## config.mk

```make
export PLATFORM = sky130hd
export DESIGN_NAME = pretrig_gen
export DESIGN_NICKNAME = d
export VERILOG_FILES = /design/src/rtl/pretrig_pkg.sv /design/src/rtl/pretrig_edge.sv /design/src/rtl/pretrig_ctl.sv /design/src/rtl/pretrig_dp.sv /design/src/rtl/pretrig_gen.sv
export SDC_FILE = /design/constraint.sdc
export NUM_CORES = 1
export LEC_CHECK = 0
export BUFFER_PORTS_ARGS = -buffer_cell sky130_fd_sc_hd__buf_2
export CAP_MARGIN = 0
export CORE_MARGIN = 2
export CORE_UTILIZATION = 55
export DETAILED_ROUTE_END_ITERATION = 6
export HOLD_SLACK_MARGIN = 0.08
export PLACE_DENSITY = 0.72
export REMOVE_ABC_BUFFERS = 1
export SLEW_MARGIN = 25
export SYNTH_ARGS = -nofsm -noshare
export SYNTH_HDL_FRONTEND = slang
export SYNTH_HIERARCHICAL = 1
export SYNTH_SLANG_ARGS = --single-unit
export TNS_END_PERCENT = 10
```

## constraint.sdc

```tcl
create_clock -name clk -period 4.9 [get_ports clk]
set_clock_uncertainty 0.2 [all_clocks]
set_input_delay 0.245 -clock clk [delete_from_list [all_inputs] [get_ports clk]]
set_output_delay 0.245 -clock clk [all_outputs]
set_load 0.1 [all_outputs]
```

## src/rtl/pretrig_pkg.sv

```systemverilog
package pretrig_pkg;
  localparam int BUS_W    = 32;
  localparam int CTRL_ADR = 0;
  localparam int CFG_ADR  = 1;
  localparam int SWT_ADR  = 2;
  localparam int MOD_ADR  = 3;
  localparam int DLY_BASE = 4;
  localparam int EN_LSB    = 0;
  localparam int SEL_LSB   = 8;
  localparam int CHAIN_LSB = 16;
  localparam int SWMODE_BIT = 8;

  // strobes from control to datapath
  typedef struct packed {
    logic trigEvt;   // one accepted trigger event this cycle
    logic modWrite;  // modulus rewritten this cycle
  } ctlStrobe_t;
endpackage

```

## src/rtl/pretrig_edge.sv

```systemverilog
module pretrig_edge #(
  parameter int NUM_TRIG = 4
) (
  input  logic                clk,
  input  logic                rstN,
  input  logic [NUM_TRIG-1:0] rawIn,
  output logic [NUM_TRIG-1:0] riseOut
);
  logic [NUM_TRIG-1:0] meta, stable, last;

  always_ff @(posedge clk or negedge rstN) begin
    if (!rstN) begin
      meta   <= '0;
      stable <= '0;
      last   <= '0;
    end else begin
      meta   <= rawIn;
      stable <= meta;
      last   <= stable;
    end
  end

  assign riseOut = stable & ~last;
endmodule

```

## src/rtl/pretrig_ctl.sv

```systemverilog
module pretrig_ctl
  import pretrig_pkg::*;
#(
  parameter int NUM_SLOTS = 4,
  parameter int NUM_TRIG  = 4,
  parameter int CNT_W     = 16,
  parameter int ADDR_W    = 4
) (
  input  logic                             clk,
  input  logic                             rstN,
  input  logic [NUM_TRIG-1:0]              hwRise,
  input  logic                             busSel,
  input  logic                             busWrite,
  input  logic [ADDR_W-1:0]                busAddr,
  input  logic [BUS_W-1:0]                 busWdata,
  output logic [BUS_W-1:0]                 busRdata,
  output logic [NUM_SLOTS-1:0]             slotEn,
  output logic [NUM_SLOTS-1:0]             slotSel,
  output logic [NUM_SLOTS-1:0]             slotChain,
  output logic [CNT_W-1:0]                 modulus,
  output logic [NUM_SLOTS-1:0][CNT_W-1:0]  slotDelay,
  output ctlStrobe_t                       strobe
);
  localparam int TSEL_W = (NUM_TRIG > 1) ? $clog2(NUM_TRIG) : 1;

  logic [NUM_SLOTS-1:0]            enQ, selQ, chainQ;
  logic                            swModeQ;
  logic [TSEL_W-1:0]               tselQ;
  logic [CNT_W-1:0]                modQ;
  logic [NUM_SLOTS-1:0][CNT_W-1:0] dlyQ;
  logic                            wrEn, swHit, hwHit;
  logic                            unusedWdata;

  assign wrEn        = busSel & busWrite;
  assign unusedWdata = ^busWdata;

  always_ff @(posedge clk or negedge rstN) begin
    if (!rstN) begin
      enQ     <= '0;
      selQ    <= '0;
      chainQ  <= '0;
      swModeQ <= 1'b0;
      tselQ   <= '0;
      modQ    <= '1;
    end else if (wrEn) begin
      if (busAddr == ADDR_W'(CTRL_ADR)) begin
        enQ    <= busWdata[EN_LSB +: NUM_SLOTS];
        selQ   <= busWdata[SEL_LSB +: NUM_SLOTS];
        chainQ <= busWdata[CHAIN_LSB +: NUM_SLOTS];
      end
      if (busAddr == ADDR_W'(CFG_ADR)) begin
        swModeQ <= busWdata[SWMODE_BIT];
        tselQ   <= busWdata[TSEL_W-1:0];
      end
      if (busAddr == ADDR_W'(MOD_ADR)) modQ <= busWdata[CNT_W-1:0];
    end
  end

  always_ff @(posedge clk or negedge rstN) begin
    if (!rstN) begin
      dlyQ <= '0;
    end else if (wrEn) begin
      for (int n = 0; n < NUM_SLOTS; n++) begin
        if (busAddr == ADDR_W'(DLY_BASE + n)) dlyQ[n] <= busWdata[CNT_W-1:0];
      end
    end
  end

  // trigger selection: software strobe is self-clearing (never stored)
  assign swHit = wrEn && (busAddr == ADDR_W'(SWT_ADR)) && busWdata[0];
  assign hwHit = (int'(tselQ) < NUM_TRIG) ? hwRise[tselQ] : 1'b0;

  assign strobe.trigEvt  = swModeQ ? swHit : hwHit;
  assign strobe.modWrite = wrEn && (busAddr == ADDR_W'(MOD_ADR));

  always_comb begin
    busRdata = '0;
    if (busAddr == ADDR_W'(CTRL_ADR)) begin
      busRdata[EN_LSB +: NUM_SLOTS]    = enQ;
      busRdata[SEL_LSB +: NUM_SLOTS]   = selQ;
      busRdata[CHAIN_LSB +: NUM_SLOTS] = chainQ;
    end
    if (busAddr == ADDR_W'(CFG_ADR)) begin
      busRdata[SWMODE_BIT]   = swModeQ;
      busRdata[TSEL_W-1:0]   = tselQ;
    end
    if (busAddr == ADDR_W'(MOD_ADR)) busRdata[CNT_W-1:0] = modQ;
    for (int n = 0; n < NUM_SLOTS; n++) begin
      if (busAddr == ADDR_W'(DLY_BASE + n)) busRdata[CNT_W-1:0] = dlyQ[n];
    end
  end

  assign slotEn    = enQ;
  assign slotSel   = selQ;
  assign slotChain = chainQ;
  assign modulus   = modQ;
  assign slotDelay = dlyQ;

  AST_RSVD_ZERO: assert property (@(posedge clk) disable iff (!rstN)
    (busAddr == ADDR_W'(CTRL_ADR)) |-> (busRdata[31:24] == 8'h00));
  AST_SWT_READ_ZERO: assert property (@(posedge clk) disable iff (!rstN)
    (busAddr == ADDR_W'(SWT_ADR)) |-> (busRdata == '0));
endmodule

```

## src/rtl/pretrig_dp.sv

```systemverilog
module pretrig_dp
  import pretrig_pkg::*;
#(
  parameter int NUM_SLOTS = 4,
  parameter int CNT_W     = 16
) (
  input  logic                             clk,
  input  logic                             rstN,
  input  ctlStrobe_t                       strobe,
  input  logic [NUM_SLOTS-1:0]             convDone,
  input  logic [NUM_SLOTS-1:0]             slotEn,
  input  logic [NUM_SLOTS-1:0]             slotSel,
  input  logic [NUM_SLOTS-1:0]             slotChain,
  input  logic [CNT_W-1:0]                 modulus,
  input  logic [NUM_SLOTS-1:0][CNT_W-1:0]  slotDelay,
  output logic [NUM_SLOTS-1:0]             preTrig
);
  logic [CNT_W-1:0]     cntQ;
  logic                 runQ;
  logic [NUM_SLOTS-1:0] armedQ, fire, dlyHit, armNext;
  logic [NUM_SLOTS-1:0] pulseQ;
  logic                 unusedStrobe;

  assign unusedStrobe = strobe.modWrite;

  // shared counter: restarts on every trigger, holds after the modulus
  always_ff @(posedge clk or negedge rstN) begin
    if (!rstN) begin
      cntQ <= '0;
      runQ <= 1'b0;
    end else if (strobe.trigEvt) begin
      cntQ <= '0;
      runQ <= 1'b1;
    end else if (runQ) begin
      if (cntQ >= modulus) runQ <= 1'b0;
      else                 cntQ <= cntQ + 1'b1;
    end
  end

  for (genvar n = 0; n < NUM_SLOTS; n++) begin : g_slot
    localparam int PREV = (n == 0) ? NUM_SLOTS - 1 : n - 1;

    assign dlyHit[n] = runQ && (cntQ == slotDelay[n]) && (slotDelay[n] <= modulus);

    always_comb begin
      if (!slotEn[n])        fire[n] = 1'b0;
      else if (slotChain[n]) fire[n] = armedQ[n] & convDone[PREV];
      else if (slotSel[n])   fire[n] = armedQ[n] & dlyHit[n];
      else                   fire[n] = strobe.trigEvt;
    end

    // a trigger re-arms; otherwise a firing disarms until the next trigger
    assign armNext[n] = strobe.trigEvt ? (slotEn[n] & (slotChain[n] | slotSel[n]))
                                       : (armedQ[n] & ~fire[n]);

    always_ff @(posedge clk or negedge rstN) begin
      if (!rstN) begin
        armedQ[n] <= 1'b0;
        pulseQ[n] <= 1'b0;
      end else begin
        armedQ[n] <= armNext[n];
        pulseQ[n] <= fire[n];
      end
    end

    AST_SLOT_OFF: assert property (@(posedge clk) disable iff (!rstN)
      !slotEn[n] |=> !preTrig[n]);
    AST_CHAIN_SRC: assert property (@(posedge clk) disable iff (!rstN)
      (slotEn[n] && slotChain[n] && !convDone[PREV]) |=> !preTrig[n]);
    AST_BYPASS_SRC: assert property (@(posedge clk) disable iff (!rstN)
      (slotEn[n] && !slotChain[n] && !slotSel[n] && !strobe.trigEvt) |=> !preTrig[n]);
  end

  assign preTrig = pulseQ;

  AST_CNT_RESTART: assert property (@(posedge clk) disable iff (!rstN)
    strobe.trigEvt |=> (runQ && cntQ == '0));
  AST_CNT_STOP: assert property (@(posedge clk) disable iff (!rstN)
    (runQ && cntQ >= modulus && !strobe.trigEvt) |=> !runQ);
endmodule

```

## src/rtl/pretrig_gen.sv

```systemverilog
module pretrig_gen
  import pretrig_pkg::*;
#(
  parameter int NUM_SLOTS = 4,
  parameter int NUM_TRIG  = 4,
  parameter int CNT_W     = 16,
  parameter int ADDR_W    = 4
) (
  input  logic                 clk,
  input  logic                 rstN,
  input  logic [NUM_TRIG-1:0]  hwTrigIn,
  input  logic [NUM_SLOTS-1:0] convDone,
  input  logic                 busSel,
  input  logic                 busWrite,
  input  logic [ADDR_W-1:0]    busAddr,
  input  logic [31:0]          busWdata,
  output logic [31:0]          busRdata,
  output logic [NUM_SLOTS-1:0] preTrig
);
  logic [NUM_TRIG-1:0]             hwRise;
  logic [NUM_SLOTS-1:0]            slotEn, slotSel, slotChain;
  logic [CNT_W-1:0]                modulus;
  logic [NUM_SLOTS-1:0][CNT_W-1:0] slotDelay;
  ctlStrobe_t                      strobe;

  pretrig_edge #(.NUM_TRIG(NUM_TRIG)) u_edge (
    .clk(clk), .rstN(rstN), .rawIn(hwTrigIn), .riseOut(hwRise)
  );

  pretrig_ctl #(
    .NUM_SLOTS(NUM_SLOTS), .NUM_TRIG(NUM_TRIG), .CNT_W(CNT_W), .ADDR_W(ADDR_W)
  ) u_ctl (
    .clk(clk), .rstN(rstN), .hwRise(hwRise),
    .busSel(busSel), .busWrite(busWrite), .busAddr(busAddr),
    .busWdata(busWdata), .busRdata(busRdata),
    .slotEn(slotEn), .slotSel(slotSel), .slotChain(slotChain),
    .modulus(modulus), .slotDelay(slotDelay), .strobe(strobe)
  );

  pretrig_dp #(.NUM_SLOTS(NUM_SLOTS), .CNT_W(CNT_W)) u_dp (
    .clk(clk), .rstN(rstN), .strobe(strobe), .convDone(convDone),
    .slotEn(slotEn), .slotSel(slotSel), .slotChain(slotChain),
    .modulus(modulus), .slotDelay(slotDelay), .preTrig(preTrig)
  );
endmodule

```

==> results of run 1 <==
==> Yosys cell counts, types with 13 or more instances <==
master    count
nor2_1       29
a21oi_1      52
buf_4        17
xor2_1       25
dfrtp_1     116
nand3_1      19
ha_1         81
buf_2        13
xnor2_1      47
inv_1        32
mux2_2      100
o21ai_0      36
clkbuf_1     18
dfstp_2      16
nand2_1      41
nand4_1      30
==> logic make-up after synthesis <==
kind of cell / Yosys count / synth area share (%)
and+or+nand+nor: 204 / 13.1
AOI/OAI and AO/OA: 176 / 13.1
DFF: 132 / 37.2
muxes: 105 / 13.3
buffers and inverters: 86 / 4.77
adders and majority gates: 81 / 11.4
xor gates and xnor gates: 72 / 7.06
other: 1 / 0.0420
==> routing by layer <==
layer | vias to the layer above | track usage, %
met3 | 81 | 5.48
met2 | 402 | 50.2
met4 | 0 | 14.7
li1 | 3253 | -
met1 | 3564 | 43.6
met5 | - | 0
==> sequential cells by signal, indices dropped and copies added (netlist names) <==
register and flops:
u_dp/armedQ 4, u_dp/cntQ 16, u_edge/meta 4, u_ctl/tselQ 2, u_ctl/swModeQ 1, u_dp/preTrig 4
u_edge/stable 4, u_ctl/slotDelay 64, u_edge/last 4, u_ctl/slotChain 4, u_ctl/modulus 16, u_ctl/slotEn 4
u_ctl/slotSel 4, u_dp/runQ 1
==> per-stage QoR <==
step / cells / hold slack, ns / instance area (um^2) / total power [uW]
after floorplan: 815 / -0.251 / 8670 / 2580
after global placement: 1094 / 0.132 / 9270 / 3010
after detailed placement: 1094 / 0.135 / 9290 / 3050
after CTS: 1152 / 0.0995 / 10200 / 4480
after global routing: 1152 / 0.151 / 10200 / 4720
final: 1152 / 0.110 / 10200 / 4510
==> worst max-delay path, stage by stage <==
cell      delay, ns
buf_2          0.39
nand2b_1       0.19
nor2_1         0.86
a222oi_1       0.29
a21oi_1        0.23
buf_2          0.46
==> layout by cell type, fill, tap and decap left out, types with 11 or more instances in the layout <==
| master | n |
|---|---|
| nor3_1 | 11 |
| nand4_1 | 30 |
| nor4_1 | 11 |
| xor2_1 | 25 |
| clkbuf_16 | 17 |
| o21ai_0 | 36 |
| buf_2 | 58 |
| inv_1 | 32 |
| dfstp_2 | 16 |
| conb_1 | 12 |
| nor2_1 | 29 |
| nand2_1 | 41 |
| nand3_1 | 19 |
| o31ai_1 | 11 |
| ha_1 | 81 |
| mux2_2 | 100 |
| a21oi_1 | 52 |
| dfrtp_1 | 116 |
| dlygate4sd3_1 | 26 |
| xnor2_1 | 47 |
==> layout make-up <==
| class | count | area, um^2 |
|---|---|---|
| Clock buffer | 17 | 425 |
| Multi-Input combinational cell | 650 | 5240 |
| Timing Repair Buffer | 89 | 592 |
| Sequential cell | 132 | 3320 |
| Inverter | 33 | 124 |
| Clock inverter | 15 | 218 |
| Fill cell | 1285 | 5690 |
| Tap cell | 216 | 270 |
==> worst min path at each step <==
stage	start	end	slack, ns
finish	busWrite	u_ctl/swModeQ	0.11
global route	busWrite	u_ctl/swModeQ	0.15
CTS	busWrite	u_ctl/swModeQ	0.1
detailed placement	u_edge/meta[1]	u_edge/stable[1]	0.13
global placement	u_edge/meta[3]	u_edge/stable[3]	0.13
floorplan	rstN	u_ctl/slotChain[0]	-0.25
==> power by group through the flow <==
stage | Clock, uW | Combinational (uW) | Sequential, uW
2_1_floorplan | 0 | 1040 | 1540
3_3_place_gp | 0 | 1350 | 1650
3_5_place_dp | 0 | 1390 | 1660
4_1_cts | 1410 | 1420 | 1640
5_1_grt | 1460 | 1580 | 1680
6_report | 1390 | 1460 | 1660
==> results.md, run 1 <==
* Final Max Tran Viols at 0
* Final Core Density at 64.2%
* Antenna cell count at 0
* # IOs at 84
* Slew @ Worst Pin at 1.10 ns
* Pint at 2780 uW
* Kind of critical path: in -> out
* R2R Setup Slk at 1.92 ns
* Flop pwr share at 36.8%
* Logic gate share of total power at 32.3%
* Clock slew at reported path FFs at 0.07 ns
* Max Used Layer: met4
* Die area at 0.0173 mm^2
* Post-Syn Area at 0.00893 mm^2
* Num rows at 46
* Final net count at 1052
* Setup bufs post-CTS at 0
* Synth area leaders: dfrtp_1, mux2_2, ha_1
* WP data required at 4.45 ns
* Clock sink count at 132
* DR iter-0 viols at 759
* R2r startpoint: u_ctl/modulus[11]
* Worst-Skew Late Latency at 0.42 ns
* Fin. Hold Viols at 0
* Avg Inst Size Synth at 10.4 um^2
* Post-CTS sizing at 0
* Ratio of cells with drive above 1 in the final layout at 25.2%
* Pwr Density at 443 mW/mm^2
* Leakage at 0.00453 uW
* Overall die height at 131 um
* F_max at 321 MHz
* Crit path to: busRdata[10]
* Metal1 wirelength at 11600 um
* Die W at 131 um
* Vias at 7300
* DR WL met2 at 12500 um
* Routed vias/inst at 6.34
* Setup WS post-layout at 1.78 ns
* DRT Pass-1 Iters at 5
* Overflow after GRT at 0
* Drt drc at 0
* First-pass GRT wire length at 41800 um
* Area leader, netlist: dfrtp_1
* FFs w/ async S/R, synth at 100%
* Outcome: completed
* Worst Setup SP: busAddr[1]
* Slew headroom at 26.2%
* # setup viols final at 0
* Hpwl dp at 19000 um
* Distinct cell type count after synthesis at 68
* CTS H-Tree Depth at 4
* Post-route minimum period at 3.12 ns
* Hold WC Path Type: in -> reg
* Total track usage at 32.0%
* Max VDD drop at 0.000243 V
* Crit end category: primary output
* Max-cap violations at 0
* Switching Power at 1730 uW
* Seq/Total Area, Yosys at 37.2%
* CP arrival at 2.67 ns
* Cells after Synth at 857
* IO Port Bufs at 59
* Worst Path Max Fanout at 22
* Worst setup SP type: input pin
* Clock power frac at 30.9%
* Worst r2r path cells at 9
* WHS Path Cells at 3
* Setup_tns at 0 ns
* Wire per inst at 23.6 um
* Ys flop type: dfrtp_1
* Antenna violations before repair at 0
* CTS tree: built
* GP Congestion at 1.05
* Total Wirelength at 27200 um
* YS warnings at 6
* Pre-CTS setup slack at 1.91 ns
* Longest Clk Path Bufs at 2
* Seq cells post-synth at 132
* RSZ-0062 raised after global routing: false
* Yosys top cell area share at 32.5%
* Remaining antenna violation count at 0
* Largest net degree at the start of global routing at 90
* Inserted Clock Buffers at 17
* Core Box Area at 0.0159 mm^2
* Fin crit share at 63.6%
* Vias in the first global route at 7132
* Sw Ratio at 38.3%
* Root buffer cell: clkbuf_16
* Wire length on met3 at 2030 um
* Synth-to-Final Area Change at 14.2%
* CTS Hold Bufs at 26
* RR Endpoint: u_dp/cntQ[13]
* Initial Util at 56.2%
* Post-synth EDFFs at 0
(Power assumes the default switching activity.)
==> run 2, diff against run 1 <==
- clock period: 4.9 -> 2.9 ns (I/O delays scaled with it)
==> results.md, run 2 (same netlist as run 1, synthesis figures left out) <==
* Overall die height at 131 um (unchanged)
* CTS tree: built
* Total Wirelength at 28600 um (+5.2%)
* Leakage at 0.00484 uW (+6.9%)
* GP Congestion at 0.987 (-6.0%)
* Die W at 131 um (unchanged)
* CP arrival at 3.01 ns (+0.34 ns)
* WP data required at 3.05 ns (-1.40 ns)
* RSZ-0062 raised after global routing: true
* Crit-path cells: inv_1 -> ha_1 -> and4_2 -> a221oi_4 -> nand2b_4 -> or4_1 -> a21oi_1
* Buf/Inv on CP at 1 (-1)
* Largest net degree at the start of global routing at 50 (-44%)
* Routed vias/inst at 6.27 (-1.0%)
* DRT Pass-1 Iters at 7 (+2)
* Core Box Area at 0.0159 mm^2 (unchanged)
* Top delay family on crit path: simple AND/OR/NAND/NOR gates
* Crit end category: flip-flop
* Overflow after GRT at 0 (unchanged)
* CP max stage cell: dfstp_2
* Die area at 0.0173 mm^2 (unchanged)
* Wire per inst at 23.8 um (+0.75%)
* Slew @ Worst Pin at 0.643 ns (-0.460 ns)
* Drt drc at 0 (unchanged)
* IO Port Bufs at 59 (unchanged)
* Antenna violations before repair at 0 (unchanged)
* Ratio of cells with drive above 1 in the final layout at 29.2% (+4.0 points)
* Remaining antenna violation count at 0 (unchanged)
* Inserted Clock Buffers at 17 (unchanged)
* Kind of critical path: reg -> reg
* Max VDD drop at 0.000487 V (+100%)
* Slowest stage delay, CP at 0.54 ns (-0.32 ns)
* # fillers at 1238 (-3.7%)
* Antenna cell count at 0 (unchanged)
* Worst hold margin at 0.106 ns (-0.00376 ns)
* Fin crit share at 98.7%
* Post-route cell area at 0.0108 mm^2 (+5.9%)
* Initial Util at 56.2% (unchanged)
* CTS H-Tree Depth at 4 (unchanged)
* DR iter-0 viols at 896 (+18%)
* Longest Clk Path Bufs at 2 (unchanged)
* # setup viols final at 0 (unchanged)
* Placed Area at 0.00982 mm^2 (+5.8%)
* Worst-Skew Late Latency at 0.43 ns (about the same)
* Commonest non-fill, non-tap cell in the layout: dfrtp_1
* Most flops, register: u_ctl/slotDelay
* Final net count at 1103 (+4.8%)
* Max-cap violations at 0 (unchanged)
* Post-route minimum period at 2.86 ns
* Num rows at 46 (unchanged)
* Worst Path Max Fanout at 13 (-41%)
* Setup_tns at 0 ns (unchanged)
* Power Total at 7810 uW (+73%)
* Pwr Density at 723 mW/mm^2 (+63%)
* Worst setup SP type: flip-flop
* Total track usage at 33.6% (+1.5 points)
* First-pass GRT wire length at 43300 um (+3.4%)
* Hpwl dp at 20300 um (+6.6%)
* F_max at 349 MHz
* Largest register FFs at 64 (unchanged)
* Final std cells w/o fill at 1203 (+4.4%)
* Outcome: completed
* Inst Count DP at 1140 (+4.2%)
* Slew headroom at 57.1% (+31 points)
* Synth-to-Final Area Change at 20.9%
* Vias in the first global route at 7336 (+2.9%)
* Clock sink count at 132 (unchanged)
* Final Max Tran Viols at 0 (unchanged)
* Most frequent cells in the layout: dfrtp_1, mux2_2, ha_1, a21oi_1, buf_4
* # IOs at 84 (unchanged)
* Vias at 7544 (+3.3%)
* Fin. Hold Viols at 0 (unchanged)
* Root buffer cell: clkbuf_16
* Clock slew at reported path FFs at 0.07 ns (about the same)
* Hold WC Path Type: in -> reg
run 2: cell types whose count changed in the layout (fill, tap and decap cells not counted), moves of 5 or more:
cell / previous run / this run
buf_12: 0 / 15
buf_2: 58 / 46
buf_4: 4 / 49
inv_8: 1 / 6
run 2: final cells by class:
| cell class | instances | area, um^2 | share of cell area (%) |
|---|---|---|---|
| multi-input combinational | 650 | 5240 | 48.6 |
| clock inverter | 15 | 209 | 1.94 |
| timing repair buffer | 140 | 1200 | 11.1 |
| tap | 216 | 270 | 2.50 |
| sequential | 132 | 3320 | 30.8 |
| clock buffer | 17 | 425 | 3.94 |
| inverter | 33 | 124 | 1.15 |
run 2: worst register-to-register path, delay by kind of cell, from the launching register on:
family | cells | cell delay [ns]
AO/OA/AOI/OAI | 2 | 0.64
adder cells (fa/ha/maj) | 1 | 0.35
buffers and inverters | 1 | 0.12
flip-flops | 1 | 0.54
AND/OR/NAND/NOR | 3 | 0.95
run 2: metal layers:
| metal | vias up | global-route usage [%] | wire (um) |
|---|---|---|---|
| li1 | 3358 | - | - |
| met1 | 3661 | 45.2 | 11600 |
| met2 | 441 | 51.5 | 12900 |
| met3 | 84 | 7.41 | 2770 |
| met4 | 0 | 16.5 | 1320 |
| met5 | - | 0 | 0 |
run 2: path summary, 6_finish.rpt:
path / cells past startpoint / end / slack, ns / from
worst max-delay path: 7 / u_dp/cntQ[9] / 0.04 / u_ctl/modulus[14]
worst max register to register: 7 / u_dp/cntQ[9] / 0.04 / u_ctl/modulus[14]
worst min-delay path: 5 / u_dp/armedQ[1] / 0.11 / convDone[0]
max in group asynchronous: 4 / u_ctl/modulus[9] / 1.26 / rstN
worst min register to register: 0 / u_edge/stable[1] / 0.15 / u_edge/meta[1]
min in group asynchronous: 3 / u_ctl/slotEn[2] / 0.52 / rstN
run 2: through the flow:
stage	setup slack [ns]	utilization [%]
2_1_floorplan	-0.691	-
3_5_place_dp	0.0940	61.8
5_1_grt	-0.0241	67.9
6_report	0.0371	67.9
4_1_cts	0.0497	67.8
3_3_place_gp	0.112	61.8
run 2: what timing repair did:
item,in CTS,in global routing
setup endpoints to repair,0,6
hold buffers,30,0
buffers inserted,0,1
gates resized for setup,0,5
endpoints found under the hold margin,224,0
run 2: report_power, final:
group	internal, uW	total [uW]	switching [uW]
Clock	1400	2340	940
Combinational	1170	2680	1510
Sequential	2200	2780	581
Total	4770	7810	3030
==> run 3, diff against run 2 <==
- SETUP_SLACK_MARGIN: default -> 0.1
==> results.md, run 3 (same netlist as run 1, synthesis figures left out) <==
* Hold Path End: u_dp/armedQ[1]
* Footprint of the multi-input gates at 0.00524 mm^2 (about the same)
* Worst r2r path cells at 8 (+1)
* Slew @ Worst Pin at 0.625 ns (-0.0181 ns)
* Drt drc at 0 (unchanged)
* # IOs at 84 (unchanged)
* Fin crit share at 97.3% (-1.4 points)
* Outcome: completed
* CP arrival at 2.97 ns (-0.04 ns)
* Largest net degree at the start of global routing at 50 (unchanged)
* DR iter-0 viols at 956 (+6.7%)
* Core Box Area at 0.0159 mm^2 (unchanged)
* Inserted Clock Buffers at 17 (unchanged)
* Most flops, register: u_ctl/slotDelay
* Worst hold margin at 0.106 ns (+0.000433 ns)
* R2R Setup Slk at 0.08 ns (+0.04 ns)
* Clock power frac at 30.0% (about the same)
* Pre-CTS setup slack at 0.0940 ns (unchanged)
* Routed vias/inst at 6.28 (+0.17%)
* Post-route cell area at 0.0108 mm^2 (about the same)
* RSZ-0062 raised after global routing: true
* Setup WS post-layout at 0.0790 ns (+0.0420 ns)
* Post-route minimum period at 2.82 ns (-0.0420 ns)
* CTS H-Tree Depth at 4 (unchanged)
* Most frequent cells in the layout: dfrtp_1, mux2_2, ha_1, a21oi_1, buf_4
* Clock sink count at 132 (unchanged)
* Overall die height at 131 um (unchanged)
* Die W at 131 um (unchanged)
* Setup_tns at 0 ns (unchanged)
* WP data required at 3.05 ns (about the same)
* CTS tree: built
* Total Wirelength at 28600 um (-0.24%)
* Worst setup SP type: flip-flop
* Antenna violations before repair at 0 (unchanged)
* Worst Hold Launch: convDone[0]
* Synth-to-Final Area Change at 20.9% (about the same)
* Fin. Hold Viols at 0 (unchanged)
* F_max at 354 MHz (+1.5%)
* Register Area at 0.00332 mm^2 (unchanged)
* Final Max Tran Viols at 0 (unchanged)
* Total track usage at 33.6% (+0.042 points)
* Wire per inst at 23.7 um (-0.24%)
* Longest Clk Path Bufs at 2 (unchanged)
* Sw Ratio at 38.8% (-0.055 points)
* RR Endpoint: u_dp/cntQ[9]
* Switching Power at 3020 uW (-0.29%)
* Logic gate share of total power at 34.3% (about the same)
* GP Congestion at 0.987 (unchanged)
* Max-cap violations at 0 (unchanged)
* Hpwl dp at 20300 um (unchanged)
* # fillers at 1236 (-0.16%)
* Max VDD drop at 0.000487 V (about the same)
* Leakage at 0.00484 uW (about the same)
* Pint at 4770 uW (about the same)
* # setup viols final at 0 (unchanged)
* Vias in the first global route at 7345 (+0.12%)
* Antenna cell count at 0 (unchanged)
* Kind of critical path: reg -> reg
* DRT Pass-1 Iters at 5 (-2)
* R2r startpoint: u_ctl/modulus[13]
* Placed Area at 0.00982 mm^2 (unchanged)
* Ratio of cells with drive above 1 in the final layout at 28.9% (-0.30 points)
* Commonest non-fill, non-tap cell in the layout: dfrtp_1
* Root buffer cell: clkbuf_16
* Flop pwr share at 35.7% (about the same)
* Initial Util at 56.2% (unchanged)
* Worst Path Max Fanout at 13 (unchanged)
* Largest register FFs at 64 (unchanged)
* IO Port Bufs at 59 (unchanged)
* Die area at 0.0173 mm^2 (unchanged)
* Remaining antenna violation count at 0 (unchanged)
* Final net count at 1103 (unchanged)
* Overflow after GRT at 0 (unchanged)
* Pwr Density at 722 mW/mm^2 (-0.14%)
* Vias at 7557 (+0.17%)
* WHS Path Cells at 5 (unchanged)
* First-pass GRT wire length at 43300 um (+0.11%)
* Worst-Skew Late Latency at 0.43 ns (about the same)
* Clock slew at reported path FFs at 0.07 ns (about the same)
* Num rows at 46 (unchanged)
* Hold WC Path Type: in -> reg
* Slew headroom at 58.3% (+1.2 points)
* Crit end category: flip-flop
-- run 3: cell counts in the layout (fill, tap and decap cells not counted) --
No cell type changed its count.
-- run 3: final cells by class --
cell class              instances  share of cell area [%]
clock buffers                  17                    3.94
repair buffers                140                    11.1
clock inverters                15                    1.94
multi-input cells             650                    48.6
flip-flops and latches        132                    30.8
well taps                     216                    2.50
inverters                      33                    1.15
-- run 3: stage by stage --
stage                     cells  total power [uW]  utilization [%]
after floorplan             815              4360                -
after detailed placement   1140              5310             61.8
after global placement     1140              5240             61.8
after global routing       1203              8160             67.9
final                      1203              7790             67.9
after CTS                  1203              7720             67.8
-- run 3: metal layers --
metal | up-vias | GRT usage [%] | routed length, um
met5 | - | 0 | 0
met1 | 3640 | 45.3 | 11300
met4 | 0 | 16.6 | 1350
met3 | 82 | 7.60 | 3190
met2 | 478 | 51.3 | 12800
li1 | 3357 | - | -
-- run 3: worst max-delay path, stage by stage (launching register included) --
cell and delay [ns]:
dfstp_2 0.54, inv_1 0.11, ha_1 0.34, and4_1 0.26, a221oi_4 0.29, buf_4 0.20
nand2b_4 0.12, or4_1 0.51, a21oi_1 0.17
-- run 3: power by group through the flow --
stage          logic, uW  registers, uW  clock network, uW
3_3_place_gp        2470           2770                  0
3_5_place_dp        2530           2780                  0
6_report            2670           2780               2340
4_1_cts             2600           2760               2360
5_1_grt             2900           2810               2440
2_1_floorplan       1760           2600                  0
-- run 3: what timing repair did --
item,in CTS,in global routing
hold endpoints to repair,224,0
pin swaps,1,1
hold buffers,30,0
buffers inserted,1,0
gates resized for setup,0,2
endpoints found under the setup margin,3,9
-- run 3: worst max-delay path by stage --
stage / from / endpoint / slack [ns] / cells past startpoint
final: u_ctl/modulus[13] / u_dp/cntQ[9] / 0.08 / 8
after global routing: u_ctl/modulus[12] / u_dp/cntQ[14] / 0.02 / 9
after CTS: u_ctl/modulus[15] / u_dp/armedQ[0] / 0.09 / 9
after detailed placement: u_ctl/modulus[14] / u_dp/cntQ[8] / 0.09 / 7
after global placement: u_ctl/modulus[15] / u_dp/armedQ[0] / 0.11 / 9
after floorplan: busAddr[2] / busRdata[12] / -0.69 / 4
